[src/rtl/adc_seq_pkg.sv]
package adc_seq_pkg;

    typedef enum logic [1:0] {
        ST_IDLE = 2'd0,
        ST_RUN  = 2'd1,
        ST_HOLD = 2'd2
    } adc_state_e;

    localparam logic [1:0] ADDR_CSR = 2'd0;
    localparam logic [1:0] ADDR_LO  = 2'd1;
    localparam logic [1:0] ADDR_HI  = 2'd2;

endpackage

[src/rtl/adc_len_timer.sv]
module adc_len_timer #(
    parameter int BASE_CYCLES = 39,
    parameter int CODE_W      = 3,
    parameter int NUM_CODES   = 6
) (
    input  logic              clk,
    input  logic              rst_n,
    input  logic              load_i,
    input  logic [CODE_W-1:0] code_i,
    input  logic              run_i,
    output logic              expire_o
);
    localparam int MAX_LEN = BASE_CYCLES << (NUM_CODES - 1);
    localparam int LEN_W   = $clog2(MAX_LEN + 1);

    logic [LEN_W-1:0] cnt_q;
    logic [LEN_W-1:0] len_m1;

    // length is base shifted by the code; counter holds remaining cycles minus one
    always_comb begin
        len_m1 = (LEN_W'(BASE_CYCLES) << code_i) - LEN_W'(1);
    end

    always_ff @(posedge clk or negedge rst_n) begin
        if (!rst_n) begin
            cnt_q <= '0;
        end else if (load_i) begin
            cnt_q <= len_m1;
        end else if (run_i && cnt_q != '0) begin
            cnt_q <= cnt_q - LEN_W'(1);
        end
    end

    assign expire_o = run_i && (cnt_q == '0);

    AST_CNT_DESCENDS: assert property (@(posedge clk) disable iff (!rst_n)
        (run_i && !load_i && cnt_q != '0) |=> (cnt_q < $past(cnt_q)));

endmodule

[src/rtl/adc_seq_fsm.sv]
module adc_seq_fsm
    import adc_seq_pkg::*;
(
    input  logic       clk,
    input  logic       rst_n,
    input  logic       start_ok_i,
    input  logic       expire_i,
    input  logic       rd_hi_i,
    input  logic       lowpwr_i,
    output adc_state_e state_o,
    output logic       load_o,
    output logic       capture_o,
    output logic       busy_o,
    output logic       done_o
);
    adc_state_e state_q, state_d;

    always_comb begin
        state_d = state_q;
        unique case (state_q)
            ST_IDLE: if (start_ok_i) state_d = ST_RUN;          // go
            ST_RUN:  if (expire_i)   state_d = ST_HOLD;         // expire
            ST_HOLD: begin
                if (start_ok_i)   state_d = ST_RUN;             // go
                else if (rd_hi_i) state_d = ST_IDLE;            // consume
            end
            default: state_d = ST_IDLE;
        endcase
        if (lowpwr_i) state_d = ST_IDLE;                        // sleep
    end

    always_ff @(posedge clk or negedge rst_n) begin
        if (!rst_n) state_q <= ST_IDLE;
        else        state_q <= state_d;
    end

    always_comb begin
        busy_o    = (state_q == ST_RUN);
        done_o    = (state_q == ST_HOLD);
        load_o    = start_ok_i && (state_q != ST_RUN) && !lowpwr_i;
        capture_o = (state_q == ST_RUN) && expire_i && !lowpwr_i;
    end

    assign state_o = state_q;

    AST_FLAGS_EXCL: assert property (@(posedge clk) disable iff (!rst_n)
        !(busy_o && done_o));
    AST_LOWPWR_CLEAR: assert property (@(posedge clk) disable iff (!rst_n)
        lowpwr_i |=> (!busy_o && !done_o));
    AST_RD_HI_CLEAR: assert property (@(posedge clk) disable iff (!rst_n)
        rd_hi_i |=> !done_o);
    AST_BUSY_NEEDS_START: assert property (@(posedge clk) disable iff (!rst_n)
        $rose(busy_o) |-> $past(start_ok_i));
    AST_FALL_SETS_DONE: assert property (@(posedge clk) disable iff (!rst_n)
        ($fell(busy_o) && !$past(lowpwr_i)) |-> done_o);

endmodule

[src/rtl/adc_reg_bank.sv]
module adc_reg_bank
    import adc_seq_pkg::*;
#(
    parameter int SAMPLE_W  = 10,
    parameter int CODE_W    = 3,
    parameter int NUM_CODES = 6
) (
    input  logic                clk,
    input  logic                rst_n,
    input  logic                reg_wr_i,
    input  logic [1:0]          reg_addr_i,
    input  logic [7:0]          reg_wdata_i,
    input  logic                busy_i,
    input  logic                done_i,
    input  logic                load_i,
    input  logic                capture_i,
    input  logic [SAMPLE_W-1:0] sample_i,
    output logic [CODE_W-1:0]   sel_o,
    output logic                sel_legal_o,
    output logic [7:0]          rdata_o
);
    localparam int ALIGN_W = 16;
    localparam int PAD_W   = 8 - 2 - CODE_W;

    logic [CODE_W-1:0]  sel_q;
    logic [7:0]         lo_q, hi_q;
    logic [ALIGN_W-1:0] aligned;
    logic               sel_we;

    assign aligned = ALIGN_W'(sample_i) << (ALIGN_W - SAMPLE_W);
    assign sel_we  = reg_wr_i && (reg_addr_i == ADDR_CSR) && !busy_i && !load_i;

    always_ff @(posedge clk or negedge rst_n) begin
        if (!rst_n) begin
            sel_q <= '0;
        end else if (sel_we) begin
            sel_q <= reg_wdata_i[CODE_W-1:0];
        end
    end

    always_ff @(posedge clk or negedge rst_n) begin
        if (!rst_n) begin
            lo_q <= '0;
            hi_q <= '0;
        end else if (capture_i) begin
            lo_q <= aligned[7:0];
            hi_q <= aligned[15:8];
        end
    end

    always_comb begin
        unique case (reg_addr_i)
            ADDR_CSR: rdata_o = {done_i, busy_i, {PAD_W{1'b0}}, sel_q};
            ADDR_LO:  rdata_o = lo_q;
            ADDR_HI:  rdata_o = hi_q;
            default:  rdata_o = 8'h00;
        endcase
    end

    assign sel_o       = sel_q;
    assign sel_legal_o = (int'(sel_q) < NUM_CODES);

    AST_SEL_FROZEN: assert property (@(posedge clk) disable iff (!rst_n)
        busy_i |=> $stable(sel_q));
    AST_NO_RESERVED_RUN: assert property (@(posedge clk) disable iff (!rst_n)
        busy_i |-> (int'(sel_q) < NUM_CODES));
    AST_DATA_HELD: assert property (@(posedge clk) disable iff (!rst_n)
        !capture_i |=> ($stable(lo_q) && $stable(hi_q)));

endmodule

[src/rtl/adc_seq_ctrl.sv]
module adc_seq_ctrl
    import adc_seq_pkg::*;
#(
    parameter int SAMPLE_W    = 10,
    parameter int CODE_W      = 3,
    parameter int NUM_CODES   = 6,
    parameter int BASE_CYCLES = 39
) (
    input  logic                clk,
    input  logic                rst_n,
    input  logic                start_i,
    input  logic                lowpwr_i,
    input  logic [SAMPLE_W-1:0] sample_i,
    input  logic                reg_wr_i,
    input  logic                reg_rd_i,
    input  logic [1:0]          reg_addr_i,
    input  logic [7:0]          reg_wdata_i,
    output logic [7:0]          reg_rdata_o,
    output logic                busy_o,
    output logic                done_o
);
    adc_state_e        state;
    logic              load, capture, expire;
    logic              busy, done;
    logic [CODE_W-1:0] sel;
    logic              sel_legal;
    logic              start_ok;
    logic              rd_hi;

    assign start_ok = start_i && sel_legal;
    assign rd_hi    = reg_rd_i && (reg_addr_i == ADDR_HI);

    adc_seq_fsm u_fsm (
        .clk        (clk),
        .rst_n      (rst_n),
        .start_ok_i (start_ok),
        .expire_i   (expire),
        .rd_hi_i    (rd_hi),
        .lowpwr_i   (lowpwr_i),
        .state_o    (state),
        .load_o     (load),
        .capture_o  (capture),
        .busy_o     (busy),
        .done_o     (done)
    );

    adc_len_timer #(
        .BASE_CYCLES (BASE_CYCLES),
        .CODE_W      (CODE_W),
        .NUM_CODES   (NUM_CODES)
    ) u_timer (
        .clk      (clk),
        .rst_n    (rst_n),
        .load_i   (load),
        .code_i   (sel),
        .run_i    (state == ST_RUN),
        .expire_o (expire)
    );

    adc_reg_bank #(
        .SAMPLE_W  (SAMPLE_W),
        .CODE_W    (CODE_W),
        .NUM_CODES (NUM_CODES)
    ) u_regs (
        .clk         (clk),
        .rst_n       (rst_n),
        .reg_wr_i    (reg_wr_i),
        .reg_addr_i  (reg_addr_i),
        .reg_wdata_i (reg_wdata_i),
        .busy_i      (busy),
        .done_i      (done),
        .load_i      (load),
        .capture_i   (capture),
        .sample_i    (sample_i),
        .sel_o       (sel),
        .sel_legal_o (sel_legal),
        .rdata_o     (reg_rdata_o)
    );

    assign busy_o = busy;
    assign done_o = done;

    AST_START_IGNORED_BUSY: assert property (@(posedge clk) disable iff (!rst_n)
        (busy && !expire && !lowpwr_i) |=> busy);

endmodule

[config.mk]
export PLATFORM = sky130hd
export DESIGN_NAME = adc_seq_ctrl
export DESIGN_NICKNAME = d
export VERILOG_FILES = /design/src/rtl/adc_seq_pkg.sv /design/src/rtl/adc_len_timer.sv /design/src/rtl/adc_seq_fsm.sv /design/src/rtl/adc_reg_bank.sv /design/src/rtl/adc_seq_ctrl.sv
export SDC_FILE = /design/constraint.sdc
export NUM_CORES = 1
export LEC_CHECK = 0
export ABC_AREA = 1
export BUFFER_PORTS_ARGS = -buffer_cell sky130_fd_sc_hd__buf_4
export CORE_MARGIN = 2
export CORE_UTILIZATION = 30
export CTS_BUF_LIST = sky130_fd_sc_hd__clkbuf_8
export DETAILED_ROUTE_END_ITERATION = 7
export HOLD_SLACK_MARGIN = 0.03
export PLACE_DENSITY_LB_ADDON = 0.1
export SLEW_MARGIN = 15
export SYNTH_ARGS = -nofsm -noshare
export SYNTH_HDL_FRONTEND = slang
export SYNTH_SLANG_ARGS = --single-unit
[constraint.sdc]
create_clock -name clk -period 4.3 [get_ports clk]
set_input_delay 0.43 -clock clk [delete_from_list [all_inputs] [get_ports clk]]
set_output_delay 0.43 -clock clk [all_outputs]
set_load 0.02 [all_outputs]
* After elaboration in Yosys (flattened, before gate mapping)
Index checks and enable logic that the tools add are counted.
** Word-level totals
- Bits of input ports :: 26
- Output and inout bits :: 10
- Register bits :: 26
- Logic and storage cells :: 46
** Cells by class
- Magnitude comparators :: 1
- Reduce and logical (&&, ||, !) cells :: 20
- $add $sub $neg :: 2
- Equality and inequality tests :: 8
- Shift operators :: 1
- Multiplexer cells :: 9
** Operators by type and width (count)
- $pmux 8 s3 :: 1
- $mux 11 :: 2
- $logic_and 1x1->1 :: 11
- $logic_not 11->1 :: 1
- $reduce_bool 11->1 :: 1
- $shl 6x3->11 const A :: 1
- $sub 11x1->11 const B :: 1
- $sub 11x2->11 const B :: 1
- $mux 2 :: 5
- $pmux 2 s3 :: 1
- $eq 2x1->1 const B :: 2
- $eq 2x2->1 const B :: 2
- $logic_not 2->1 :: 2
- $ne 4x4->1 const B :: 1
- $logic_not 1->1 :: 3
- $lt 3x3->1 const B :: 1
- $ne 3x2->1 const B :: 1
- $ne 3x3->1 const B :: 1
- $reduce_and 3->1 :: 1
- $ne 2x1->1 const B :: 1
- $reduce_bool 2->1 :: 1

* Logic depth before layout (Yosys ltp)
- Depth after elaboration :: 6
- Mapped depth :: 10
- Gate-level depth less buffers :: 10

* Modules after synthesis
Synthesis repeated with hierarchy kept, for this count alone.
** Second synthesis, totals
- Cells, all modules :: 259
- Area, all modules :: 1864.3 µm²
** By module, submodules not included
- adc_len_timer :: cells an instance 154, area each 1061.0 µm², instances 1, sequential area each 275.3 µm²
- adc_reg_bank :: cells an instance 74, area each 629.4 µm², instances 1, sequential area each 325.3 µm²
- adc_seq_fsm :: cells an instance 25, area each 148.9 µm², instances 1, sequential area each 50.0 µm²
- adc_seq_ctrl :: cells an instance 6, area each 25.0 µm², instances 1, sequential area each 0.0 µm²

* Worst setup path before layout
No wires, ideal clock.
- Path type :: input port to output port
- From :: input reg_addr_i[0]
- To :: output reg_rdata_o[0]
- Arrival time :: 1.178 ns
- Setup slack :: 2.692 ns
- Stages :: 3
- Path buffers :: 0
- Path through :: nor2_1 > inv_1 > o21ai_0
** On the way
- Word-level cells in the longest chain between the ends :: 2
** Ends and longest elaborated chain
- start, declared :: RTL line adc_seq_ctrl.sv:16 : input logic [1:0] reg_addr_i,
- $eq 2x2->1, or another cell as far along :: RTL line adc_reg_bank.sv:52 : unique case (reg_addr_i)
- $pmux 8 s3 * :: RTL line adc_reg_bank.sv:52
- end, declared :: RTL line adc_seq_ctrl.sv:18 : output logic [7:0] reg_rdata_o,
Every way passes the cells marked *; elsewhere a longest branch is shown, timed or not.

* Worst setup path after layout
- From :: register u_timer.cnt_q[0]
- To :: register u_regs.hi_q[3]
** On the way
- Word-level cells in the longest chain between the ends :: 4
** Ends and longest elaborated chain
- start, declared :: RTL line adc_len_timer.sv:16 : logic [LEN_W-1:0] cnt_q;
- start signal, assigned :: RTL line adc_len_timer.sv:28 : cnt_q <= len_m1;
- start signal, assigned :: RTL line adc_len_timer.sv:30 : cnt_q <= cnt_q - LEN_W'(1);
- $logic_not 11->1 :: RTL line adc_len_timer.sv:34 : assign expire_o = run_i && (cnt_q == '0);
- $logic_and 1x1->1 :: RTL line adc_len_timer.sv:34
- $logic_and 1x1->1 (2 in series) :: RTL line adc_seq_fsm.sv:41 : capture_o = (state_q == ST_RUN) && expire_i && !lowpwr_i;
- end signal, assigned :: RTL line adc_reg_bank.sv:47 : hi_q <= aligned[15:8];
- end, declared :: RTL line adc_reg_bank.sv:26 : logic [7:0] lo_q, hi_q;
Every way passes these cells.
A chain may end at the register's enable or synchronous reset.

==> flow_summary.yaml <==
timing:
  fmax_ghz: 0.522
  finClkSkew_ps: 6.28
  finalCritPeriodShare: 0.446
  tightest_slew_ps: 480
  tns_ps: 0
  rsz0062_at_grt: "false"
  max-slew-margin-rel: 0.680
  finalSetupViolCount: 0
  finalMaxSlewViolations: 0
  fin_crit_ps: 1920
  hold_viol_final: 0
clocking:
  clk_latency_ps: 270
  cts_sinks: 26
  cts_setup_buffers: 0
  post_cts_resized: 0
  cts-root-buf: "clkbuf_8"
  hold_buffers: 0
  cts_made_buffers: 3
  clk_pin_slew_ps: 100
  clockBufferDepth: 2
  cts_tree: "built"
  cts_max_level: 1
min_path:
  min_path_type: "in2async"
place:
  place_congestion: 0.768
  dp_cells: 340
  dpl.hpwl_um: 3180
  numPortBuffers: 30
setup_path:
  r2r-end: "u_regs.hi_q[3]"
  criticalPathCategory: "reg2reg"
  critPathLaunch: "u_timer.cnt_q[0]"
  critPathArrivalTime_ps: 2070
  cp-end-kind: "flop"
  cp-start-kind: "flop"
  path_max_fanout: 21
  r2r-start: "u_timer.cnt_q[0]"
  slowest_delay_ps: 410
  r2r_cells: 7
  ff2ff_setup_slack_ps: 2380
  worstPathCellList: "inv_1, ha_1, nand2_1, nor2_2, nand3_2, nor2_1, a21oi_2"
  crit_required_ps: 4450
  crit_path_end: "u_regs.hi_q[3]"
  crit_slowest_cell: "dfrtp_1"
grt:
  grt_max_degree: 27
  grt-ovfl-total: 0
  grt_first_pass_wirelength_um: 7270
  grt_pass1_vias: 1527
  grt_antenna_before_repair: 0
  grtUsageTotal: 0.142
floorplan:
  die_area_um2: 6680
  ioPinCount: 36
  core_area_um2: 5890
  initial_core_util: 0.308
  chipHeight_um: 81.7
  placementRows: 28
  die_w_um: 81.7
status:
  outcome: "finished clean"
layout:
  n_antenna_cell: 0
  multi_input_comb_area_um2: 987
  seqCellArea_um2: 651
  nFillCells: 661
  fin_nets: 303
  syn2layout_area_growth_pct: 16.9
  drive_gt1_frac: 0.250
  finalNonFillerCells: 343
synthesis:
  synth-seq-area-share: 0.359
  ys_warn_count: 0
  syn-num-nets: 274
  synth_cell_type_count: 32
  syn_avg_cell_area_um2: 7.52
  yosys_register_bits: 26
  synth_area_um2: 1810
  syn_inst: 241
pwr:
  pwr_density_cell_nw_per_um2: 602
  power_leakage_nw: 1.06
  total_power_mw: 1.28
  vdd_drop_max_mv: 0.205
detailed_routing:
  dr.pass1.iters: 4
  drt_iter0_drc: 76
  viasPerCell: 4.62
  routed_wl_um: 4290
  vias: 1583
  antenna_left: 0
  drc: 0
  routedWlPerCell_um: 12.5
flow_run:
  cap_violations: 0
how the worst min path moves through the flow:
stage | start | to
after floorplan | rst_n | u_fsm.state_o[0]
after global placement | rst_n | u_regs.hi_q[0]
after detailed placement | rst_n | u_regs.hi_q[0]
after CTS | rst_n | u_regs.hi_q[0]
after global routing | rst_n | u_regs.hi_q[0]
final | rst_n | u_regs.hi_q[0]
per-layer routing:
layer | up-vias | global-route usage | routed length, µm | part of all wire
met5 | - | 0 | 0 | 0
met4 | 0 | 0.0400 | 33 | 0.0077
met3 | 2 | 0.0253 | 163 | 0.038
met2 | 29 | 0.228 | 1980 | 0.46
met1 | 724 | 0.194 | 2120 | 0.49
li1 | 828 | - | - | -
report_power, final:
| group | internal, mW | switching (mW) | leakage, nW |
|---|---|---|---|
| combinational | 0.263 | 0.445 | 0.721 |
| clock | 0.0629 | 0.0799 | 0.0216 |
| sequential | 0.330 | 0.0954 | 0.321 |
| total | 0.656 | 0.620 | 1.06 |
synth_stat cells (all sizes together):
library cell,instances,area share
a21oi,8,0.028
dfrtp,26,0.36
o211ai,3,0.018
nand3,26,0.075
ha,7,0.048
buf,6,0.030
o22ai,1,0.0035
nand4,2,0.010
o2111ai,2,0.0097
o21bai,2,0.0083
nand2,62,0.15
nor2,35,0.090
xnor2,3,0.014
a21boi,1,0.0041
inv,31,0.067
o21ai,24,0.072
xor2,2,0.0097
cell usage in the layout (no fill, tap or decap), drive strengths merged:
master	synthesis	layout
nand2	62	62
nor2	35	35
inv	31	31
buf	6	30
dfrtp	26	26
nand3	26	26
o21ai	24	24
a21oi	8	8
ha	7	7
xnor2	3	3
clkbuf	0	3
o211ai	3	3
o21bai	2	2
o2111ai	2	2
xor2	2	2
nand4	2	2
a21boi	1	1
o22ai	1	1
layout make-up:
cell class / instances / share of cell area
Tap cell: 75 / 0.0443
Inverter: 31 / 0.0573
Multi-Input combinational cell: 178 / 0.466
Clock buffer: 3 / 0.0195
Sequential cell: 26 / 0.307
Timing Repair Buffer: 30 / 0.106
through the flow:
step	util	cell area, µm²	hold slack, ps	setup slack (ps)
2_1_floorplan	-	1810	134	2690
3_3_place_gp	0.353	2080	380	2380
3_5_place_dp	0.353	2080	375	2350
4_1_cts	0.360	2120	64.1	2320
5_1_grt	0.360	2120	76.1	2190
6_report	0.360	2120	58.3	2380
critical path: cells and delay by family (launching register included):
kind                       cells  cell delay, ps
adders and majority gates      1             200
and+or+nand+nor                4             920
DFF                            1             410
AOI/OAI and AO/OA              1              40
buffers and inverters          1             220
flip-flops by register name, indices dropped and copies added (netlist names):
signal and count:
u_regs.lo_q 2, u_fsm.state_o 2, u_regs.sel_o 3, u_regs.hi_q 8
u_timer.cnt_q 11
logic make-up after synthesis:
kind of cell,Yosys count,synth area share
AND/OR/NAND/NOR,125,0.328
AO/OA/AOI/OAI,41,0.144
buffers and inverters,37,0.0966
flip-flops,26,0.359
adder cells (fa/ha/maj),7,0.0483
XOR/XNOR,5,0.0242
Note: power is estimated with default switching activity, not from simulation.
